`src/rtl/cpuport_pkg.sv`:
```
package cpuport_pkg;
  typedef enum logic [1:0] {
    ST_IDLE = 2'd0,
    ST_WAIT = 2'd1,
    ST_XFER = 2'd2,
    ST_ACK  = 2'd3
  } cp_state_e;

  typedef enum logic [1:0] {
    TG_CREG = 2'd0,
    TG_CMLO = 2'd1,
    TG_CMHI = 2'd2,
    TG_DMEM = 2'd3
  } cp_tgt_e;
endpackage

```
`src/rtl/cpuport_sync.sv`:
```
module cpuport_sync #(
  parameter int          W       = 1,
  parameter int          STAGES  = 2,
  parameter logic [W-1:0] RST_VAL = '0
) (
  input  logic         clk,
  input  logic         rst_n,
  input  logic [W-1:0] d,
  output logic [W-1:0] q
);
  logic [STAGES-1:0][W-1:0] chain_q;

  always_ff @(posedge clk or negedge rst_n) begin
    if (!rst_n) begin
      chain_q <= {STAGES{RST_VAL}};
    end else begin
      chain_q[0] <= d;
      for (int i = 1; i < STAGES; i++) chain_q[i] <= chain_q[i-1];
    end
  end

  assign q = chain_q[STAGES-1];
endmodule

```
`src/rtl/cpuport_ram.sv`:
```
module cpuport_ram #(
  parameter int DEPTH = 32,
  parameter int WIDTH = 8,
  localparam int AW   = $clog2(DEPTH)
) (
  input  logic             clk,
  input  logic             rst_n,
  input  logic             en,
  input  logic             we,
  input  logic [AW-1:0]    addr,
  input  logic [WIDTH-1:0] wdata,
  output logic [WIDTH-1:0] rdata
);
  logic [WIDTH-1:0] mem_q [DEPTH];
  logic [WIDTH-1:0] rdata_q;

  always_ff @(posedge clk) begin
    if (en && we) mem_q[addr] <= wdata;
  end

  always_ff @(posedge clk or negedge rst_n) begin
    if (!rst_n)             rdata_q <= '0;
    else if (en && !we)     rdata_q <= mem_q[addr];
  end

  assign rdata = rdata_q;
endmodule

```
`src/rtl/cpuport_fsm.sv`:
```
module cpuport_fsm
  import cpuport_pkg::*;
#(
  parameter int DAT_W  = 8,
  parameter int ADDR_W = 6,
  localparam int CH_W  = ADDR_W - 1
) (
  input  logic              clk,
  input  logic              rst_n,
  input  logic              strb_act,
  input  logic [ADDR_W-1:0] addr,
  input  logic              rd,
  input  logic [DAT_W-1:0]  wdata,
  input  logic              cm_busy,
  input  logic              dm_busy,
  input  logic [DAT_W-1:0]  cm_lo_rdata,
  input  logic [DAT_W-1:0]  cm_hi_rdata,
  input  logic [DAT_W-1:0]  dm_rdata,
  output cp_state_e         st,
  output cp_tgt_e           tgt,
  output logic [CH_W-1:0]   chan,
  output logic              go,
  output logic              mem_we,
  output logic [DAT_W-1:0]  mem_wdata,
  output logic              ack,
  output logic              rdata_en,
  output logic [DAT_W-1:0]  rdata
);
  cp_state_e        st_q, st_d;
  cp_tgt_e          tgt_q, tgt_in;
  logic [CH_W-1:0]  chan_q;
  logic             rd_q;
  logic [DAT_W-1:0] wd_q, ctrl_q, hold_q, hold_d;
  logic             cap, busy, ctrl_en, hold_en;

  always_comb begin
    if (!addr[ADDR_W-1])  tgt_in = TG_CREG;
    else if (ctrl_q[1])   tgt_in = TG_DMEM;
    else if (ctrl_q[0])   tgt_in = TG_CMHI;
    else                  tgt_in = TG_CMLO;
  end

  assign busy = (tgt_q == TG_DMEM) ? dm_busy : cm_busy;

  always_comb begin
    st_d = st_q;
    cap  = 1'b0;
    go   = 1'b0;
    unique case (st_q)
      ST_IDLE: if (strb_act) begin
        cap  = 1'b1;
        st_d = (tgt_in == TG_CREG) ? ST_ACK : ST_WAIT;
      end
      ST_WAIT: if (!busy) begin
        go   = 1'b1;
        st_d = ST_XFER;
      end
      ST_XFER: st_d = ST_ACK;
      ST_ACK:  if (!strb_act) st_d = ST_IDLE;
      default: st_d = ST_IDLE;
    endcase
  end

  assign ctrl_en = cap && (tgt_in == TG_CREG) && !rd;

  always_comb begin
    hold_en = 1'b0;
    hold_d  = hold_q;
    if (cap && (tgt_in == TG_CREG) && rd) begin
      hold_en = 1'b1;
      hold_d  = ctrl_q;
    end else if (st_q == ST_XFER) begin
      hold_en = 1'b1;
      unique case (tgt_q)
        TG_CMLO: hold_d = cm_lo_rdata;
        TG_CMHI: hold_d = cm_hi_rdata;
        default: hold_d = dm_rdata;
      endcase
    end
  end

  always_ff @(posedge clk or negedge rst_n) begin
    if (!rst_n) begin
      st_q   <= ST_IDLE;
      tgt_q  <= TG_CREG;
      chan_q <= '0;
      rd_q   <= 1'b0;
      wd_q   <= '0;
      ctrl_q <= '0;
      hold_q <= '0;
    end else begin
      st_q <= st_d;
      if (cap) begin
        tgt_q  <= tgt_in;
        chan_q <= addr[CH_W-1:0];
        rd_q   <= rd;
        wd_q   <= wdata;
      end
      if (ctrl_en) ctrl_q <= wdata;
      if (hold_en) hold_q <= hold_d;
    end
  end

  assign st        = st_q;
  assign tgt       = tgt_q;
  assign chan      = chan_q;
  assign mem_we    = go && !rd_q && (tgt_q != TG_DMEM);
  assign mem_wdata = wd_q;
  assign ack       = (st_q == ST_ACK);
  assign rdata_en  = ack && rd_q;
  assign rdata     = hold_q;
endmodule

```
`src/rtl/cpuport_tdm_arb.sv`:
```
module cpuport_tdm_arb
  import cpuport_pkg::*;
#(
  parameter int DAT_W       = 8,
  parameter int ADDR_W      = 6,
  parameter int SYNC_STAGES = 2,
  localparam int CH_W       = ADDR_W - 1,
  localparam int CH_N       = 2 ** CH_W
) (
  input  logic              clk,
  input  logic              rst_n,
  input  logic              bus_sel_n,
  input  logic              bus_stb_n,
  input  logic              bus_rd,
  input  logic [ADDR_W-1:0] bus_addr,
  input  logic [DAT_W-1:0]  bus_wdata,
  output logic [DAT_W-1:0]  bus_rdata,
  output logic              bus_rdata_en,
  output logic              bus_ack,
  input  logic              tdm_cm_req,
  input  logic [CH_W-1:0]   tdm_cm_chan,
  output logic [DAT_W-1:0]  tdm_cm_lo,
  output logic [DAT_W-1:0]  tdm_cm_hi,
  input  logic              tdm_dm_req,
  input  logic              tdm_dm_we,
  input  logic [CH_W-1:0]   tdm_dm_chan,
  input  logic [DAT_W-1:0]  tdm_dm_wdata,
  output logic [DAT_W-1:0]  tdm_dm_rdata
);
  logic             rst_sync_n;
  logic [1:0]       strb_sync;
  logic             strb_act;
  cp_state_e        st;
  cp_tgt_e          tgt;
  logic [CH_W-1:0]  chan;
  logic             go, mem_we;
  logic [DAT_W-1:0] mem_wdata;
  logic [DAT_W-1:0] cm_rdata [2];
  logic             dm_en, dm_we;
  logic [CH_W-1:0]  dm_addr;
  logic [DAT_W-1:0] dm_wdata;

  cpuport_sync #(.W(1), .STAGES(2), .RST_VAL(1'b0)) u_rst_sync (
    .clk(clk), .rst_n(rst_n), .d(1'b1), .q(rst_sync_n)
  );

  cpuport_sync #(.W(2), .STAGES(SYNC_STAGES), .RST_VAL(2'b11)) u_strb_sync (
    .clk(clk), .rst_n(rst_sync_n), .d({bus_sel_n, bus_stb_n}), .q(strb_sync)
  );

  assign strb_act = ~strb_sync[1] & ~strb_sync[0];

  cpuport_fsm #(.DAT_W(DAT_W), .ADDR_W(ADDR_W)) u_fsm (
    .clk(clk), .rst_n(rst_sync_n), .strb_act(strb_act),
    .addr(bus_addr), .rd(bus_rd), .wdata(bus_wdata),
    .cm_busy(tdm_cm_req), .dm_busy(tdm_dm_req),
    .cm_lo_rdata(cm_rdata[0]), .cm_hi_rdata(cm_rdata[1]), .dm_rdata(tdm_dm_rdata),
    .st(st), .tgt(tgt), .chan(chan), .go(go),
    .mem_we(mem_we), .mem_wdata(mem_wdata),
    .ack(bus_ack), .rdata_en(bus_rdata_en), .rdata(bus_rdata)
  );

  for (genvar h = 0; h < 2; h++) begin : g_cm
    localparam cp_tgt_e HALF = (h == 0) ? TG_CMLO : TG_CMHI;
    logic            sel;
    logic            en, we;
    logic [CH_W-1:0] addr;
    assign sel  = go && (tgt == HALF);
    assign en   = tdm_cm_req || sel;
    assign we   = !tdm_cm_req && sel && mem_we;
    assign addr = tdm_cm_req ? tdm_cm_chan : chan;
    cpuport_ram #(.DEPTH(CH_N), .WIDTH(DAT_W)) u_ram (
      .clk(clk), .rst_n(rst_sync_n), .en(en), .we(we),
      .addr(addr), .wdata(mem_wdata), .rdata(cm_rdata[h])
    );
  end

  assign tdm_cm_lo = cm_rdata[0];
  assign tdm_cm_hi = cm_rdata[1];

  assign dm_en    = tdm_dm_req || (go && (tgt == TG_DMEM));
  assign dm_we    = tdm_dm_req && tdm_dm_we;
  assign dm_addr  = tdm_dm_req ? tdm_dm_chan : chan;
  assign dm_wdata = tdm_dm_wdata;

  cpuport_ram #(.DEPTH(CH_N), .WIDTH(DAT_W)) u_dm (
    .clk(clk), .rst_n(rst_sync_n), .en(dm_en), .we(dm_we),
    .addr(dm_addr), .wdata(dm_wdata), .rdata(tdm_dm_rdata)
  );
endmodule

```
`config.mk`:
```
export PLATFORM = sky130hd
export DESIGN_NAME = cpuport_tdm_arb
export DESIGN_NICKNAME = d
export VERILOG_FILES = /design/src/rtl/cpuport_pkg.sv /design/src/rtl/cpuport_sync.sv /design/src/rtl/cpuport_ram.sv /design/src/rtl/cpuport_fsm.sv /design/src/rtl/cpuport_tdm_arb.sv
export SDC_FILE = /design/constraint.sdc
export NUM_CORES = 1
export LEC_CHECK = 0
export BUFFER_PORTS_ARGS = -buffer_cell sky130_fd_sc_hd__buf_2
export CAP_MARGIN = 30
export CORE_MARGIN = 2
export CORE_UTILIZATION = 40
export DETAILED_ROUTE_END_ITERATION = 10
export PLACE_DENSITY = 0.68
export SLEW_MARGIN = 20
export SYNTH_ARGS = -nofsm -noshare
export SYNTH_HDL_FRONTEND = slang
export SYNTH_HIERARCHICAL = 1
export SYNTH_SLANG_ARGS = --single-unit
```
`constraint.sdc`:
```
create_clock -name clk -period 2.2 [get_ports clk]
set_clock_uncertainty 0.2 [all_clocks]
set_input_delay 0.66 -clock clk [delete_from_list [all_inputs] [get_ports clk]]
set_output_delay 0.66 -clock clk [all_outputs]
set_load 0.05 [all_outputs]
```
# --- Word level (Yosys, flattened, before mapping) ---
# Memory sizes are Yosys's and may differ from the RTL's. A register that Yosys moved wholly into a read port is not among the register bits.
# Index checks and enable logic that the tools add are counted.
classes:
  reduce_logical: 37
  eq_ne: 10
  bitwise: 3
  n_mux: 26
op_table:
  columns: ["op", "count"]
  rows:
  - ["$logic_and A1 B1 Y1", 20]
  - ["$mux W8", 2]
  - ["$pmux W8 S2", 1]
  - ["$mux W2", 7]
  - ["$mux W1", 13]
  - ["$mux W5", 2]
  - ["$logic_not A1 Y1", 9]
  - ["$eq A2 B2 Y1 const B", 4]
  - ["$pmux W2 S4", 1]
  - ["$ne A2 B2 Y1 const B", 3]
  - ["$eq A2 B1 Y1 const B", 2]
  - ["$logic_not A2 Y1", 2]
  - ["$logic_or A1 B1 Y1", 3]
  - ["$reduce_and A3 Y1", 1]
  - ["$ne A2 B1 Y1 const B", 1]
  - ["$not A1 Y1", 2]
  - ["$reduce_and A2 Y1", 1]
  - ["$reduce_bool A2 Y1", 1]
  - ["$and A1 B1 Y1", 1]
totals:
  mem_count: 3
  output_inout_bits: 34
  mem_bits_rw: 768
  inputBits: 40
  ff_bits: 40
mem_list:
  columns: ["memory", "words", "width", "read_ports", "rd_ports_with_merged_regs", "wr", "line_no", "rtl"]
  rows:
  - ["g_cm[0].u_ram.mem_q", 32, 8, 1, 1, 1, "cpuport_ram.sv:14", "logic [WIDTH-1:0] mem_q [DEPTH];"]
  - ["g_cm[1].u_ram.mem_q", 32, 8, 1, 1, 1, "cpuport_ram.sv:14", null]
  - ["u_dm.mem_q", 32, 8, 1, 1, 1, "cpuport_ram.sv:14", null]

# --- Depth between registers and ports, before layout ---
logic_depth:
  depth_word: 10
  depth_mapped: 11

# --- Hierarchy ---
# Netlist, hierarchy kept.
by_module_without_submodules:
  columns: ["module", "cells_per_inst", "instances", "area_each_um2"]
  rows:
  - ["cpuport_ram", 512, 3, 10372.4]
  - ["cpuport_fsm", 144, 1, 1695.4]
  - ["cpuport_tdm_arb", 23, 1, 247.7]
  - ["cpuport_sync at u_strb_sync", 6, 1, 120.1]
  - ["cpuport_sync at u_rst_sync", 2, 1, 50.0]

# --- Worst setup path after synthesis ---
# Ideal clock, no wire load.
synth_path:
  path_kind: "in2reg"
  startpoint: "input tdm_cm_req"
  endpoint: "memory g_cm[0].u_ram.mem_q[28][0], enable pin"
  slack_ns: -0.873
  stages: 8
  t_arrival_ns: 2.503
  t_required_ns: 1.630
  setup_ns: 0.370
  path_cell_list: "buf_6 -> mux2_4 -> buf_6 -> buf_6 -> buf_2 -> or3_1 -> clkbuf_1 -> nor2_1"
synth_via:
  word_cells_on_any_way: 14
  cone_classes: "mux: 6; reduce/logical: 8"
synth_rtl:
  columns: ["item", "line_no", "rtl"]
  rows:
  - ["start, declared", "cpuport_tdm_arb.sv:20", "input logic tdm_cm_req,"]
  - ["$mux W5", "cpuport_tdm_arb.sv:71", "assign addr = tdm_cm_req ? tdm_cm_chan : chan;"]
  - ["via g_cm[0].addr[0]", "cpuport_tdm_arb.sv:67", "logic [CH_W-1:0] addr;"]
  - ["end, declared", "cpuport_ram.sv:14", null]
# The timed path passes the listed nets, and every way through them passes these cells.

# --- Final worst setup path ---
layout_path:
  startpoint: "register u_fsm.tgt_q[0], in the netlist u_fsm/tgt[0]"
  endpoint: "memory g_cm[0].u_ram.mem_q[24][6], enable pin"
layout_via:
  elab_chain_cells: 10
  word_cells_on_any_way: 15
  cone_classes: "eq/ne: 3; mux: 5; reduce/logical: 7"
layout_rtl:
  columns: ["item", "line_no", "rtl"]
  rows:
  - ["start, declared", "cpuport_fsm.sv:30", "cp_tgt_e tgt_q, tgt_in;"]
  - ["start signal, assigned", "cpuport_fsm.sv:94", "tgt_q <= tgt_in;"]
  - ["$eq A2 B2 Y1 (*)", "cpuport_fsm.sv:43", "assign busy = (tgt_q == TG_DMEM) ? dm_busy : cm_busy;"]
  - ["$mux W1 (*)", "cpuport_fsm.sv:43", null]
  - ["$mux W1 (*)", "cpuport_fsm.sv:54", "ST_WAIT: if (!busy) begin"]
  - ["$mux W1 (*)", "cpuport_fsm.sv:49", "unique case (st_q)"]
  - ["via go", "cpuport_tdm_arb.sv:36", "logic go, mem_we;"]
  - ["$logic_and A1 B1 Y1 (on tied branches)", "cpuport_tdm_arb.sv:68, cpuport_fsm.sv:107", null]
  - ["$logic_and A1 B1 Y1 (on tied branches)", "cpuport_tdm_arb.sv:70, cpuport_fsm.sv:107", null]
  - ["$logic_and A1 B1 Y1 (*)", "cpuport_tdm_arb.sv:70", "assign we = !tdm_cm_req && sel && mem_we;"]
  - ["via g_cm[0].we", "cpuport_tdm_arb.sv:66", "logic en, we;"]
  - ["$logic_and A1 B1 Y1 (*)", "cpuport_ram.sv:18", "if (en && we) mem_q[addr] <= wdata;"]
  - ["$mux W1 (*)", "cpuport_ram.sv:18", null]
  - ["$mux W1 (implied by the code) (*)", "cpuport_ram.sv:18", null]
# Mark *: on every way through the listed nets, which the timed path passes. The rest lies on a longest branch.

==> run_results.csv <==
group,metric,value,unit
run_status,outcome,"finished with violations",
run_status,violations,"setup timing",
logic_synthesis,yosysTopAreaCell,"edfxtp_1",
placement,io_buffers,73,
setup_path,cp.arrival,2940,ps
power_and_ir_drop,irDropWorstVdd,0.6952,mV
logic_synthesis,synth_seq_cells,832,
floorplan,ioPinCount,74,
route,wl_per_cell,27.58,µm
clock_network,cts_tree,"done",
clock_network,htreeDepth,3,
floorplan,die_x,292.2,µm
logic_synthesis,synth_cell_types,58,
global_route,grt_pass1_vias,19650,
sta,layout_setup_ws,-615.0,ps
sta,period_share,128.0,%
route,routed_wl,91500,µm
sta,maxSlewHeadroom,51.01,%
global_route,overflow,0,
sta,finalSetupViolations,829,
cells_and_area,fillers,6206,
global_route,antenna_found_initial,5,
sta,rsz0062_at_grt,"yes",
logic_synthesis,synthesis.area,33230,µm²
global_route,grt_first_pass_wirelength,134100,µm
logic_synthesis,synth_ff_type,"edfxtp_1",
run,maxCapViolCount,0,
route,detail-route-antenna-nets,0,
logic_synthesis,syn_area_per_cell,19.42,µm²
sta,hold_viol_final,0,
logic_synthesis,yosys-top-cells-area,"edfxtp_1, mux4_2, dfrtp_1, mux2i_1, nor2_1",
setup_path,crit_path_start_kind,"flop",
floorplan,num_rows,105,
hold_path,holdCritPathClass,"in2reg",
logic_synthesis,synthArstFlopShare,7.692,%
power_and_ir_drop,p_leak,14.42,nW
global_route,grt_start_max_net_pins,66,
clock_network,clk_path_buf_depth,3,
route,drc,0,
logic_synthesis,yosysSeqAreaShare,74.23,%
route,drt-initial-drc-count,2364,
setup_path,required,2330,ps
setup_path,crit_fanout,8,
logic_synthesis,synthCells,1711,
placement,dp_hpwl,57940,µm
cells_and_area,final_cell_mix,"edfxtp_1, buf_4, mux4_2",
sta,period_minus_slack,2815,ps
cells_and_area,final_nets,2226,
floorplan,die_h,292.2,µm
clock_network,path_clk_slew,60,ps
floorplan,start_util,40.47,%
power_and_ir_drop,p_total,49.74,mW
route,first_pass_iters,5,
clock_network,cts_root_buf,"clkbuf_16",
route,post_drt_via_cell_ratio,5.824,
power_and_ir_drop,power_density,1164,nW/µm²
cells_and_area,areaGrowthSynthToFinish,28.65,%
logic_synthesis,synth_edf_count,768,
clock_network,cts_buffers,84,
cells_and_area,drive_above_1_share,44.84,%
logic_synthesis,yosysWarnings,6,
global_route,grtUsageTotal,21.40,%
placement,gp_congestion,0.9560,
route,vias,19320,
sta,worst_hold_slack,51.27,ps
logic_synthesis,syn_nets,1759,
sta,max_freq,355.2,MHz
setup_path,crit_type,"reg2reg",
sta,finalMaxSlewViolations,0,
floorplan,core_area,82110,µm²
clock_network,clock_latency,650,ps
clock_network,clkSinkCount,832,
logic_synthesis,synth_top_area_share,69.40,%
setup_path,end_kind,"flop",
floorplan,die_area,85400,µm²
cells_and_area,layout_commonest_cell,"edfxtp_1",
sta,tightest_slew,734.8,ps
-- logic make-up (layout without fill, tap and decap cells) --
| kind of cell | count (synthesis) | after routing | share of synthesized area [%] |
|---|---|---|---|
| flops | 832 | 832 | 74.23 |
| buf+inv | 107 | 636 | 1.920 |
| other cells | 1 | 2 | 0.01128 |
| fa+ha+maj | 8 | 8 | 0.3012 |
| compound gates | 160 | 160 | 3.750 |
| simple gates | 335 | 335 | 5.207 |
| mux | 268 | 274 | 14.58 |
-- worst paths after layout --
check	startpoint	endpoint	slack (ps)	cells after the start
setup / recovery	u_fsm/tgt[0]	g_cm[0].u_ram/mem_q[24][6]	-620	10
hold / removal	bus_addr[4]	u_fsm/chan[4]	50	2
setup reg to reg	u_fsm/tgt[0]	g_cm[0].u_ram/mem_q[24][6]	-620	10
hold reg to reg	u_rst_sync/chain_q[0]	u_rst_sync/q	160	0
min in group asynchronous	rst_n	u_rst_sync/chain_q[0]	130	2
max in group asynchronous	u_rst_sync/q	u_fsm/mem_wdata[4]	790	1
-- report_power, final --
group / internal, mW / switching [mW]
clock network: 8.09 / 6.05
logic: 6.22 / 8.81
registers: 19.4 / 1.22
total: 33.7 / 16.1
-- flip-flops by register name, summed over array words and instances, names as in the netlist --
signal / cells
u_strb_sync/q: 2
u_rst_sync/chain_q: 1
u_fsm/mem_wdata: 8
u_fsm/ctrl_q: 8
u_fsm/rd_q: 1
u_rst_sync/q: 1
u_dm/mem_q: 256
g_cm.u_ram/mem_q: 512
u_fsm/st: 2
u_fsm/rdata: 8
u_fsm/chan: 5
g_cm.u_ram/rdata: 16
u_strb_sync/chain_q: 2
u_fsm/tgt: 2
u_dm/rdata: 8
-- synth_stat cells (26+ instances only) --
library cell / number
edfxtp_1: 768
mux4_2: 150
nor2_1: 149
mux2i_1: 65
dfrtp_1: 60
buf_2: 36
mux2_2: 31
nand2_1: 30
nand2b_1: 30
nor2b_1: 29
a31oi_1: 26
clkbuf_1: 26
-- what timing repair did --
item / 4_1_cts / 5_1_grt
hold buffers: 6 / 0
gates cloned: 9 / 0
buffers inserted: 58 / 10
endpoints found under the hold margin: 9 / 0
pin swaps: 123 / 39
endpoints found under the setup margin: 826 / 829
gates resized for setup: 381 / 78
-- per-layer routing --
metal	vias up	GRT usage (%)	wire length (µm)	part of all wire (%)
met1	10010	29.51	36180	40
met4	2	8.549	3543	3.9
met2	1083	33.08	42420	46
met3	237	4.932	9340	10
li1	7985	-	-	-
met5	-	0	10	0.011
-- final cells by class --
class	count	area (µm²)	area share, %
Timing Repair Buffer	475	4573	10.70
Clock buffer	103	2195	5.134
Multi-Input combinational cell	778	9393	21.97
Clock inverter	51	531.8	1.244
Tap cell	1070	1339	3.132
Inverter	7	28.78	0.06732
Sequential cell	832	24690	57.75
Antenna cell	1	2.502	0.005854
-- stage by stage --
step	cell area (µm²)	setup WS, ps	util, %	TNS [ps]	cells
2_1_floorplan	33500	-847.4	-	-569770	1711
4_1_cts	42380	-559.8	51.61	-320280	3312
3_3_place_gp	37470	-1048	45.63	-590390	3089
3_5_place_dp	37470	-1079	45.63	-597860	3089
5_1_grt	42750	-714.7	52.06	-436330	3316
6_report	42750	-615.0	52.06	-372950	3317
-- worst max-delay path, stage by stage, from the launching register on --
cell      delay (ps)
dfrtp_1          420
ha_4             170
mux2i_2          240
and2_4           200
buf_6            100
nand3b_1         120
nor2_2           180
nand2_2           80
or3_4            360
buf_12           170
nor2_4           250
No activity file was read; power rests on OpenSTA's default activity.
